$ cat config.mk
export PLATFORM = sky130hd
export DESIGN_NAME = diag_pattern_gen
export DESIGN_NICKNAME = d
export VERILOG_FILES = /design/src/rtl/dpg_pkg.sv /design/src/rtl/dpg_sequencer.sv /design/src/rtl/dpg_pattern_core.sv /design/src/rtl/dpg_out_stage.sv /design/src/rtl/diag_pattern_gen.sv
export SDC_FILE = /design/constraint.sdc
export NUM_CORES = 1
export LEC_CHECK = 0
export BUFFER_PORTS_ARGS = -buffer_cell sky130_fd_sc_hd__buf_2
export CAP_MARGIN = 20
export CORE_MARGIN = 1.5
export CORE_UTILIZATION = 44
export CTS_BUF_LIST = sky130_fd_sc_hd__clkbuf_2 sky130_fd_sc_hd__clkbuf_4 sky130_fd_sc_hd__clkbuf_8
export CTS_CLUSTER_DIAMETER = 50
export DETAILED_ROUTE_END_ITERATION = 7
export PLACE_DENSITY = 0.69
export RECOVER_POWER = 25
export SYNTH_ARGS = -nofsm -noshare
export SYNTH_HDL_FRONTEND = slang
export SYNTH_SLANG_ARGS = --single-unit
$ cat constraint.sdc
create_clock -name clk -period 2.9 [get_ports clk]
set_clock_uncertainty 0.1 [all_clocks]
set_input_delay 0.145 -clock clk [delete_from_list [all_inputs] [get_ports clk]]
set_output_delay 0.145 -clock clk [all_outputs]
set_load 0.01 [all_outputs]
$ cat src/rtl/dpg_pkg.sv
package dpg_pkg;

  localparam int EVT_W = 8;

  typedef enum logic [2:0] {
    PAT_ZEROS  = 3'd0,
    PAT_ONES   = 3'd1,
    PAT_TOGGLE = 3'd2,
    PAT_WALK   = 3'd3,
    PAT_XTALK  = 3'd4,
    PAT_ISI_LO = 3'd5,
    PAT_COUNT  = 3'd6,
    PAT_ISI_HI = 3'd7
  } pat_e;

  // value of one line for a given pattern and event index
  function automatic logic line_value(pat_e sel, logic [EVT_W-1:0] idx,
                                      int unsigned lane, int unsigned nlanes,
                                      logic [EVT_W-1:0] run_mask);
    logic [EVT_W-1:0] walk_pos;
    logic             res;
    walk_pos = EVT_W'((32'(idx) - 32'd1) % nlanes);
    if (idx == '0) begin
      res = ((lane >> 1) & 1) == 1;
    end else begin
      unique case (sel)
        PAT_ZEROS:  res = 1'b0;
        PAT_ONES:   res = 1'b1;
        PAT_TOGGLE: res = idx[0];
        PAT_WALK:   res = (32'(walk_pos) == lane);
        PAT_XTALK:  res = (lane % 2 == 0) ? idx[0] : ~idx[0];
        PAT_ISI_LO: res = ((idx & run_mask) == run_mask);
        PAT_COUNT:  res = idx[lane % EVT_W];
        PAT_ISI_HI: res = ((idx & run_mask) != run_mask);
        default:    res = 1'b0;
      endcase
    end
    return res;
  endfunction

endpackage

$ cat src/rtl/dpg_sequencer.sv
module dpg_sequencer
  import dpg_pkg::*;
(
  input  logic             clk,
  input  logic             rst,
  input  logic             enable,
  input  pat_e             sel_in,
  output logic [EVT_W-1:0] idx,
  output pat_e             eff_sel,
  output logic             at_marker
);

  logic [EVT_W-1:0] cnt;
  pat_e             held_sel;

  always_ff @(posedge clk) begin
    if (rst) begin
      cnt      <= '0;
      held_sel <= PAT_ZEROS;
    end else if (!enable) begin
      cnt <= '0;
    end else begin
      cnt <= cnt + EVT_W'(1);
      if (cnt == '0) held_sel <= sel_in;
    end
  end

  assign idx       = cnt;
  assign at_marker = (cnt == '0);
  assign eff_sel   = at_marker ? sel_in : held_sel;


  wrap_chk: assert property (@(posedge clk) disable iff (rst)
    (enable && cnt == '1) |=> (cnt == '0));


  sel_hold_chk: assert property (@(posedge clk) disable iff (rst)
    (cnt != '0) |=> $stable(held_sel));


  restart_chk: assert property (@(posedge clk) disable iff (rst)
    !enable |=> (cnt == '0));

endmodule

$ cat src/rtl/dpg_pattern_core.sv
module dpg_pattern_core
  import dpg_pkg::*;
#(
  parameter int LINES = 16,
  parameter int RUN_W = 4
) (
  input  pat_e             sel,
  input  logic [EVT_W-1:0] idx,
  output logic [LINES-1:0] word
);

  localparam logic [EVT_W-1:0] RUN_MASK = EVT_W'((1 << RUN_W) - 1);

  for (genvar b = 0; b < LINES; b++) begin : g_line
    assign word[b] = line_value(sel, idx, b, LINES, RUN_MASK);
  end

endmodule

$ cat src/rtl/dpg_out_stage.sv
module dpg_out_stage #(
  parameter int LINES = 16
) (
  input  logic             clk,
  input  logic             rst,
  input  logic             use_pattern,
  input  logic             marker,
  input  logic [LINES-1:0] pat_word,
  input  logic [LINES-1:0] func_word,
  output logic [LINES-1:0] q_data,
  output logic             q_sync
);

  always_ff @(posedge clk) begin
    if (rst) begin
      q_data <= '0;
      q_sync <= 1'b0;
    end else begin
      q_data <= use_pattern ? pat_word : func_word;
      q_sync <= use_pattern & marker;
    end
  end

endmodule

$ cat src/rtl/diag_pattern_gen.sv
module diag_pattern_gen
  import dpg_pkg::*;
#(
  parameter int LINES = 16,
  parameter int RUN_W = 4
) (
  input  logic             clk,
  input  logic             rst,
  input  logic             cfg_enable,
  input  logic [2:0]       cfg_select,
  input  logic [LINES-1:0] func_data,
  output logic [LINES-1:0] out_data,
  output logic             out_sync
);

  logic [EVT_W-1:0] idx;
  pat_e             eff_sel;
  logic             at_marker;
  logic [LINES-1:0] pat_word;

  dpg_sequencer u_seq (
    .clk       (clk),
    .rst       (rst),
    .enable    (cfg_enable),
    .sel_in    (pat_e'(cfg_select)),
    .idx       (idx),
    .eff_sel   (eff_sel),
    .at_marker (at_marker)
  );

  dpg_pattern_core #(.LINES(LINES), .RUN_W(RUN_W)) u_core (
    .sel  (eff_sel),
    .idx  (idx),
    .word (pat_word)
  );

  dpg_out_stage #(.LINES(LINES)) u_out (
    .clk         (clk),
    .rst         (rst),
    .use_pattern (cfg_enable),
    .marker      (at_marker),
    .pat_word    (pat_word),
    .func_word   (func_data),
    .q_data      (out_data),
    .q_sync      (out_sync)
  );


  bypass_chk: assert property (@(posedge clk) disable iff (rst)
    !cfg_enable |=> (out_data == $past(func_data)) && !out_sync);


  sync_gap_chk: assert property (@(posedge clk) disable iff (rst)
    out_sync |=> !out_sync);


  sync_src_chk: assert property (@(posedge clk) disable iff (rst)
    $rose(out_sync) |-> $past(cfg_enable));

endmodule

### Word level (Yosys, flattened, before mapping)

Cells that the tools add are included.

| storage, ports and cells | value |
|---|---|
| flip-flop bits (word level) | 28 |

| operators by class | value |
|---|---|
| add/sub/neg operators | 2 |
| eq/ne operators | 24 |
| multiplexer cells | 34 |
| bitwise operators | 3 |
| reductions and logical operators | 6 |

Operators by type and width:

| kind | count |
|---|---|
| 1-bit one-hot mux with 8 select lines | 8 |
| 1-bit one-hot mux with 7 select lines | 6 |
| 4-bit equality test (second input constant) | 9 |
| 4-bit by 3-bit equality test with 1-bit output (second input constant) | 4 |
| 8-bit logical NOT | 2 |
| 1-bit 2-to-1 mux | 16 |
| 16-bit 2-to-1 mux | 1 |
| 3-bit equality test (second input constant) | 4 |
| 1-bit one-hot mux with 6 select lines | 2 |
| 8-bit by 1-bit adder with 8-bit output (second input constant) | 1 |
| 4-bit by 2-bit equality test with 1-bit output (second input constant) | 2 |
| 3-bit by 2-bit equality test with 1-bit output (second input constant) | 2 |
| 4-bit by 1-bit equality test with 1-bit output (second input constant) | 1 |
| 4-bit != test (second input constant) | 1 |
| 2-bit OR reduction | 2 |
| 4-bit by 1-bit subtractor with 4-bit output (second input constant) | 1 |
| 3-bit by 1-bit equality test with 1-bit output (second input constant) | 1 |
| 3-bit logical NOT | 1 |
| 3-bit 2-to-1 mux | 1 |
| 3-bit OR reduction | 1 |
| 1-bit NOT | 2 |
| 1-bit bitwise AND | 1 |

### Logic depth before layout (Yosys ltp)

Gate-level depths: netlist (run 1).

| logic depth | value |
|---|---|
| depth after elaboration | 7 |
| depth in mapped cells | 11 |

### By module

From an unflattened synthesis (run 1), not the netlist that was laid out.

| unflattened totals | value |
|---|---|
| cells, all modules | 222 |
| area, all modules | 1,851.8 um2 |

By module, submodules not included:

| module | instances | cells an instance | area an instance (um2) | sequential area each (um2) |
|---|---|---|---|---|
| dpg_pattern_core | 1 | 106 | 670.6 | 0.0 |
| dpg_out_stage | 1 | 55 | 609.3 | 340.3 |
| dpg_sequencer | 1 | 61 | 571.8 | 220.2 |

### Least setup slack after synthesis (run 1)

Ideal clock, no wire load.

| path | value |
|---|---|
| kind | register -> register |
| from | register u_seq.cnt[0], in the netlist u_seq.idx[0] |
| to | register u_out.q_data[11] |
| library setup time | 0.086 ns |
| arrival time | 2.272 ns |
| data required time | 2.714 ns |
| setup slack | 0.442 ns |
| cell stages (with the launch flop) | 11 |
| path buffers | 3 |
| path through | dfxtp_1 -> buf_4 -> buf_4 -> inv_1 -> ha_1 -> buf_2 -> or4b_4 -> o21ai_2 -> o22ai_1 -> a311o_1 -> a211oi_1 |

| between the ends | value |
|---|---|
| cells in the longest elaborated chain, start to end | 6 |
| elaborated cells between the ends (all ways) | 18 |

Ends and longest elaborated chain:

| what | RTL line | RTL |
|---|---|---|
| start, declared | dpg_sequencer.sv:13 | `logic [EVT_W-1:0] cnt;` |
| start signal, assigned | dpg_sequencer.sv:23 | `cnt <= cnt + EVT_W'(1);` |
| parallel branches: the longest is 4 deep, another holds 4-bit by 1-bit subtractor with 4-bit output | n/a |  |
| 1-bit 2-to-1 mux * | dpg_pkg.sv:23 | `if (idx == '0) begin` |
| 16-bit 2-to-1 mux * | dpg_out_stage.sv:19 | `q_data <= use_pattern ? pat_word : func_word;` |
| end signal, assigned | dpg_out_stage.sv:19 |  |
| end, declared | dpg_out_stage.sv:10 | `output logic [LINES-1:0] q_data,` |

Every way passes the cells marked *.
A chain may end at the register's enable or synchronous reset.

### Worst setup path after layout (run 1)

| path | value |
|---|---|
| from | register u_seq.cnt[0], in the netlist u_seq.idx[0] |
| to | register u_out.q_data[2] |

| between the ends | value |
|---|---|
| cells in the longest elaborated chain, start to end | 7 |
| elaborated cells between the ends (all ways) | 18 |

Ends and longest elaborated chain:

| what | RTL line |
|---|---|
| parallel branches: the longest is 5 deep, another holds 4-bit by 1-bit subtractor with 4-bit output | n/a |
| 1-bit 2-to-1 mux * | dpg_pkg.sv:23 |
| 16-bit 2-to-1 mux * | dpg_out_stage.sv:19 |

Marks and branches as above.

==> results of run 1 <==
==> what timing repair did <==
action	4_1_cts	5_1_grt
hold buffers	1	0
setup buffers	0	0
gates resized for setup	0	0
endpoints found under the hold margin	1	0
==> cells in the final DEF (no fill, tap or decap), types with 7 or more instances in the layout <==
cell / n
o21ai_0: 19
buf_2: 27
nand2_1: 11
nand3_1: 16
a31oi_1: 8
inv_1: 7
nor2b_1: 10
a21oi_1: 20
dfxtp_1: 28
nor2_1: 22
clkbuf_1: 11
==> flip-flops by register name (all words and copies together), names as in the netlist <==
name,count
u_out.q_sync,1
u_seq.held_sel,3
u_seq.idx,8
u_out.q_data,16
==> stage by stage <==
| step | power, mW | utilization | cell area [µm²] | hold slack (ns) | setup WS, ns |
|---|---|---|---|---|---|
| 2_1_floorplan | 0.5605 | - | 1832 | 0.1642 | 0.4422 |
| 3_3_place_gp | 0.6129 | 0.4977 | 1991 | 0.2673 | 0.4523 |
| 3_5_place_dp | 0.6137 | 0.4977 | 1991 | 0.2755 | 0.4061 |
| 4_1_cts | 0.9296 | 0.5180 | 2072 | 0.02158 | 0.3755 |
| 5_1_grt | 0.9663 | 0.5145 | 2058 | 0.02970 | 0.08124 |
| 6_report | 0.9215 | 0.5145 | 2058 | 0.01909 | 0.3748 |
==> path summary, 6_finish.rpt <==
kind                      start          endpoint
setup / recovery   u_seq.idx[0]   u_out.q_data[2]
hold / removal    func_data[15]  u_out.q_data[15]
setup reg to reg   u_seq.idx[0]   u_out.q_data[2]
hold reg to reg    u_seq.idx[6]      u_seq.idx[6]
==> cell usage after synthesis (all sizes together) (2+ instances only) <==
cell	number	area [µm²]
a211o	2	17.52
a211oi	6	45.04
a21oi	20	100.1
a221oi	2	17.52
a311o	2	20.02
a31o	2	17.52
a31oi	8	50.05
and2	5	32.53
buf	14	100.1
clkbuf	4	16.26
dfxtp	28	560.5
ha	5	62.56
inv	7	26.28
mux2	2	22.52
mux2i	5	50.05
nand2	11	41.29
nand2b	3	18.77
nand3	17	90.09
nand4	3	18.77
nor2	22	82.58
nor2b	10	62.56
nor3	7	40.04
nor4	2	12.51
o211ai	3	22.52
o21ai	21	108.9
o22ai	2	12.51
or3	2	12.51
xnor2	3	26.28
xor2	3	26.28
==> layout make-up <==
| type | count | area, µm² |
|---|---|---|
| clock buffer | 3 | 41.29 |
| clock inverter | 1 | 30.03 |
| fill | 411 | 1942 |
| inverter | 7 | 26.28 |
| multi-input combinational | 181 | 1129 |
| sequential | 28 | 560.5 |
| tap | 50 | 62.56 |
| timing repair buffer | 42 | 209.0 |
==> worst max-delay path: stages, from the launching register on <==
cell and delay, ns:
dfxtp_1 0.39, inv_1 0.18, ha_1 0.33, nor4b_2 0.46, nand2_1 0.29, a31oi_1 0.41, o21ai_0 0.17, a21oi_1 0.14
==> per-layer routing <==
layer  wire length [µm]  part of all wire  track usage
met3                354             0.072      0.03333
met2               2294              0.47       0.3554
met1               2151              0.44       0.3177
met4                 87             0.018      0.07653
met5                  0                 0            0
==> power by group through the flow <==
| stage | registers (mW) | clock network [mW] | logic (mW) |
|---|---|---|---|
| after floorplan | 0.430 | 0 | 0.130 |
| after global placement | 0.429 | 0 | 0.184 |
| after detailed placement | 0.430 | 0 | 0.184 |
| after CTS | 0.421 | 0.323 | 0.186 |
| after global routing | 0.425 | 0.336 | 0.205 |
| final | 0.422 | 0.315 | 0.185 |
==> logic make-up (layout without fill, tap and decap cells) <==
family          Yosys count  count (layout)  synth area share
simple gates             87              87            0.2527
flops                    28              28            0.3060
xor+xnor                  6               6           0.02869
mux                       7               7           0.03962
fa+ha+maj                 5               5           0.03415
buf+inv                  25              53           0.07787
compound gates           76              76            0.2609
==> summary.txt, run 1 <==
layout cell share with drive strength beyond 1: 0.1679
HP Class: input port to flop
Wirelength per Cell: 15.67 µm
status: complete, no violations
Setup TNS: 0 ns
Syn Area/Cell: 7.828 µm²
clk sinks: 28
CTS tree: yes
post-synth net total: 261
clock power share: 0.342
Via-to-Cell Ratio: 5.862
reg2reg path depth: 7
final hold violation count: 0
Max VDD drop: 0.1878 mV
fin nets: 290
Die H: 67.52 µm
gpl congestion: 1.022
DRT Pass-1 Iters: 4
total track usage: 0.2272
Post-synth ARST share: 0
Int Pwr: 0.6646 mW
top_reg_cell synth: dfxtp_1
Inserted Clock Buffers: 3
# DRC: 0
Max-slew headroom: 0.5882
Finished Layout Cells: 312
combinational share of power: 0.200
Total Wirelength: 4888 µm
diode count: 0
initial antenna violation count: 0
power per cell area: 447.7 nW/µm²
Synth cell types: 50
H-tree depth: 1
I/O pin count: 39
Hold Path Cell Cnt: 3
Crit path required time: 3.02 ns
IO Port Bufs: 38
fin. max-slew vios: 0
number of DRC markers in iteration 0: 170
crit start category: flop
net switching power: 0.2569 mW
DIE WIDTH: 67.52 µm
number of global-route vias before repair: 1,667
Period Utilization, post-route: 0.8707
slew of the pin with the lowest slew margin: 0.6124 ns
Mapped Cells: 234
crit path DAT: 2.65 ns
Worst setup EP type: flop
max_cap viols: 0
Root Driver: clkbuf_8
clk_lat worst skew: 0.28 ns
first-pass GRT wire length: 7886 µm
detailed-route via count: 1,829
Synth Warn #: 0
Starting Density: 0.4579
Seq/Total Area, Yosys: 0.3060
setup violators final: 0
dpl hpwl: 3635 µm
die area: 4559 µm²
dpl cells: 307
clock tree buffer depth: 2
largest net degree at the start of global routing: 23
Antenna Nets Post-Route: 0
# rows: 23
RSZ-0062 raised after global routing: no
CORE AREA: 4000 µm²
grt ovf: 0
CP Class: flop to flop
CTS clock-pin slew for the worst setup and hold paths: 0.10 ns
CP Max Fanout: 9
mapped cell area: 1832 µm²
min cycle time layout: 2.525 ns
Area growth syn-to-layout: 12.36%
FF-to-FF setup slack: 0.37 ns
Yosys reg bits: 28
EDFF count, synth: 0
net switching share of the total power: 0.2788
Max Fclk: 396.0 MHz
Leak Pwr: 0.8184 nW
Seq pwr share: 0.458
Power figures use the tool's default switching activity.
==> inputs of run 2 (changes only) <==
GPL_TIMING_DRIVEN = 0   (was not set)
==> summary.txt, run 2 (synthesis results as in run 1) <==
clk_lat worst skew: 0.28 ns
CORE AREA: 4000 µm²
Top reg by flops: u_out.q_data
Via-to-Cell Ratio: 5.748
number of global-route vias before repair: 1,623
Tot Pwr: 0.9397 mW
# DRC: 0
Crit path required time: 2.99 ns
Max Fclk: 357.6 MHz
CTS clock-pin slew for the worst setup and hold paths: 0.10 ns
Period Utilization, post-route: 0.9643
Max VDD drop: 0.2827 mV
# rows: 23
Die H: 67.52 µm
first-pass GRT wire length: 7879 µm
clk sinks: 28
IO Port Bufs: 36
net switching power: 0.2637 mW
Final WS setup: 0.1035 ns
register area: 560.5 µm²
CTS tree: yes
RSZ-0062 raised after global routing: yes
clock tree buffer depth: 2
Total Wirelength: 5042 µm
min cycle time layout: 2.797 ns
Multi-input gate area: 1155 µm²
gpl congestion: 0.9434
Int Pwr: 0.6760 mW
final hold violation count: 0
commonest cells after routing, fill and taps aside: 31 x buf_2, 28 x dfxtp_1, 22 x nor2_1
crit path DAT: 2.89 ns
Hold Path Cell Cnt: 3
power per cell area: 431.6 nW/µm²
number of DRC markers in iteration 0: 117
fin nets: 303
Starting Density: 0.4579
Leak Pwr: 0.8951 nW
Setup TNS: 0 ns
status: complete, no violations
initial antenna violation count: 0
slew of the pin with the lowest slew margin: 0.7323 ns
fill cell count: 409
H-tree depth: 1
largest net degree at the start of global routing: 17
total track usage: 0.2281
die area: 4559 µm²
Antenna Nets Post-Route: 0
dpl cells: 320
Worst setup EP type: flop
max_cap viols: 0
diode count: 0
clock power share: 0.335
crit start category: flop
max reg flops: 16
combinational share of power: 0.224
net switching share of the total power: 0.2807
Root Driver: clkbuf_8
DRT Pass-1 Iters: 5
detailed-route via count: 1,868
Inserted Clock Buffers: 3
Max-slew headroom: 0.5076
Finished Layout Cells: 325
CP Max Fanout: 10
layout cell share with drive strength beyond 1: 0.2145
most common cell after layout, fill and taps aside: buf_2
DIE WIDTH: 67.52 µm
CP Class: flop to flop
Setup WS pre-CTS: 0.008598 ns
dpl hpwl: 3727 µm
HP Class: input port to flop
Area growth syn-to-layout: 18.85%
Wirelength per Cell: 15.51 µm
setup violators final: 0
I/O pin count: 39
reg2reg path depth: 10
Seq pwr share: 0.441
fin. max-slew vios: 0
grt ovf: 0
-- run 2: critical path, cell delays in order, from the launching register on --
cell	delay (ns)
dfxtp_1	0.34
buf_4	0.17
buf_4	0.18
clkinvlp_4	0.13
ha_1	0.16
clkbuf_4	0.18
or4b_4	0.53
o21ai_4	0.18
o22ai_2	0.15
a311o_1	0.34
a211oi_1	0.24
-- run 2: through the flow --
step | hold WS, ns | util | instance area [µm²]
floorplan | 0.1642 | - | 1832
global placement | 0.2734 | 0.5186 | 2074
detailed placement | 0.2656 | 0.5186 | 2074
CTS | 0.03215 | 0.5421 | 2168
global route | 0.03495 | 0.5443 | 2177
finish | 0.03099 | 0.5443 | 2177
-- run 2: repair_timing --
action,CTS,global route
endpoints found under the setup margin,2,9
resized for setup,2,4
endpoints found under the hold margin,1,0
setup buffers,0,0
hold buffers,1,0
-- run 2: path summary, 6_finish.rpt --
path,startpoint,to,slack (ns)
setup / recovery,u_seq.idx[0],u_out.q_data[3],0.10
hold / removal,func_data[15],u_out.q_data[15],0.03
setup reg to reg,u_seq.idx[0],u_out.q_data[3],0.10
hold reg to reg,u_seq.idx[6],u_seq.idx[6],0.47
-- run 2: per-layer routing --
| layer | global-route usage | wire length, µm | up-vias |
|---|---|---|---|
| met1 | 0.3337 | 2374 | 858 |
| met2 | 0.3529 | 2301 | 68 |
| met5 | 0 | 0 | - |
| met3 | 0.03167 | 310 | 9 |
| li1 | - | - | 933 |
| met4 | 0.05102 | 55 | 0 |
-- run 2: final cells by class --
cell class	instances	share of cell area
inverters	7	0.01379
clock inverters	1	0.01379
repair buffers	37	0.08218
well taps	50	0.02874
clock buffers	3	0.01897
flip-flops and latches	28	0.2575
plain buffers	18	0.05460
multi-input cells	181	0.5305
-- run 2: power by group through the flow --
stage | sequential [mW] | combinational (mW) | clock (mW)
detailed placement | 0.422 | 0.204 | 0
global placement | 0.421 | 0.204 | 0
global route | 0.417 | 0.232 | 0.335
finish | 0.414 | 0.211 | 0.315
floorplan | 0.430 | 0.130 | 0
CTS | 0.413 | 0.208 | 0.324
==> inputs of run 3 (changes only) <==
--- a/config.mk
+++ b/config.mk
@@ -10,3 +10,3 @@
 export CORE_MARGIN = 1.5
-export CORE_UTILIZATION = 44
+export CORE_UTILIZATION = 30
 export CTS_BUF_LIST = sky130_fd_sc_hd__clkbuf_2 sky130_fd_sc_hd__clkbuf_4 sky130_fd_sc_hd__clkbuf_8
@@ -15,3 +15,3 @@
 export GPL_TIMING_DRIVEN = 0
-export PLACE_DENSITY = 0.69
+export PLACE_DENSITY = 0.51
 export RECOVER_POWER = 25
==> constraint.sdc (replaced) <==
create_clock -name clk -period 2.9 [get_ports clk]
set_clock_uncertainty 0.1 [all_clocks]
set_input_delay 0 -clock clk [delete_from_list [all_inputs] [get_ports clk]]
set_output_delay 0 -clock clk [all_outputs]
set_load 0.01 [all_outputs]
==> summary.txt, run 3 (synthesis results as in run 1) <==
status: complete, no violations
largest net degree at the start of global routing: 17
Min-Delay Endpoint: u_seq.held_sel[2]
Cell Area, Placed: 2106 µm²
Die H: 81.14 µm
Starting Density: 0.3094
HP Class: input port to flop
dpl hpwl: 4073 µm
# DRC: 0
GRT Max-Usage Layer: met2
number of DRC markers in iteration 0: 224
capturing point of the worst reg2reg path: u_out.q_data[11]
Period Utilization, post-route: 0.9682
fin. max-slew vios: 0
Inserted Clock Buffers: 3
DIE WIDTH: 81.14 µm
max reg flops: 16
Total Wirelength: 5751 µm
Area growth syn-to-layout: 28.07%
reg2reg path depth: 10
Worst setup EP type: flop
slew of the pin with the lowest slew margin: 0.7054 ns
crit start category: flop
grt ovf: 0
FF-to-FF setup slack: 0.09 ns
Max-slew headroom: 0.5257
Antenna Nets Post-Route: 0
Final WS setup: 0.09212 ns
layout cell share with drive strength beyond 1: 0.2222
CTS tree: yes
detailed-route via count: 1,915
# rows: 28
Core Util, Final: 0.3962
CP Class: flop to flop
diode count: 0
most common cell after layout, fill and taps aside: buf_2
crit path DAT: 2.91 ns
Max VDD drop: 0.1724 mV
Top reg by flops: u_out.q_data
GR Util met1: 0.2346
initial antenna violation count: 0
min cycle time layout: 2.808 ns
number of global-route vias before repair: 1,737
power per cell area: 412.4 nW/µm²
setup violators final: 0
first-pass GRT wire length: 8832 µm
clk_lat worst skew: 0.29 ns
met3 Resource Use GR: 0.01798
Crit path required time: 3.00 ns
I/O pin count: 39
CORE AREA: 5921 µm²
Multi-input gate area: 1171 µm²
CTS clock-pin slew for the worst setup and hold paths: 0.11 ns
final hold violation count: 0
max_cap viols: 0
clk sinks: 28
gpl congestion: 0.8583
Crit Reg-Reg Startpoint: u_seq.idx[0]
Tot Pwr: 0.9676 mW
met2 usage: 0.2967
Setup WS pre-CTS: -0.009307 ns
Setup TNS: 0 ns
fin nets: 316
Wirelength per Cell: 15.84 µm
register area: 561.8 µm²
commonest cells after routing, fill and taps aside: 29 x buf_2, 27 x dfxtp_1, 22 x nor2_1
IO Port Bufs: 36
CP Max Fanout: 10
H-tree depth: 1
clock tree buffer depth: 2
Hold Path Cell Cnt: 3
fill cell count: 630
die area: 6584 µm²
DRT Pass-1 Iters: 4
total track usage: 0.1780
Via-to-Cell Ratio: 5.275
Max Fclk: 356.1 MHz
finished layout cell area: 2346 µm²
worst hold start: cfg_select[2]
Leak Pwr: 0.9500 nW
Root Driver: clkbuf_8
run 3: changes by cell type in the layout (fill, tap and decap cells not counted), moves of 2 or more:
cell / change
buf_4: +3
clkbuf_1: +2
a211oi_2: +2
buf_2: -2
dlygate4sd3_1: +10
a211oi_1: -2
run 3: critical path, cell delays in order, from the launching register on:
cell and delay, ns:
dfxtp_2 0.35, buf_4 0.17, buf_4 0.19, clkinvlp_4 0.10, ha_1 0.14, clkbuf_4 0.18, or4b_4 0.53, o21ai_4 0.19
o22ai_2 0.16, a311o_1 0.42, a211oi_2 0.19
run 3: final cells by class:
| class | instances | area share |
|---|---|---|
| multi-input combinational | 181 | 0.4992 |
| sequential | 28 | 0.2395 |
| timing repair buffer | 50 | 0.1275 |
| buffer | 18 | 0.05067 |
| tap | 75 | 0.04000 |
| clock buffer | 3 | 0.01760 |
| clock inverter | 1 | 0.01280 |
| inverter | 7 | 0.01280 |
run 3: worst max path at each step:
stage,startpoint,end,slack (ns)
floorplan,u_seq.idx[0],u_out.q_data[11],0.44
global placement,u_seq.idx[0],u_out.q_data[11],-0.04
detailed placement,u_seq.idx[0],u_out.q_data[11],-0.009
CTS,u_seq.idx[0],u_out.q_data[11],0.04
global route,u_seq.idx[0],u_out.q_data[11],-0.01
finish,u_seq.idx[0],u_out.q_data[11],0.09
run 3: routing by layer:
layer  wire length [µm]  part of all wire
met3                282             0.049
met4                 97             0.017
met1               2576              0.45
met5                  0                 0
met2               2794              0.49
run 3: per-stage QoR:
step,hold slack (ns),instances
finish,0.05071,363
global route,0.07291,363
CTS,0.04490,360
detailed placement,0.1356,345
global placement,0.1423,345
floorplan,0.01917,234
run 3: power by group:
group	switching, mW	total, mW	internal [mW]
clock	0.137	0.322	0.185
combinational	0.133	0.231	0.0980
sequential	0.00975	0.415	0.405
total	0.279	0.968	0.688
run 3: repair_timing:
item	CTS	global route
pin swaps	0	1
hold endpoints to repair	13	0
hold buffers	11	0
buffers inserted	0	3
gates resized for setup	2	10
setup endpoints to repair	8	12
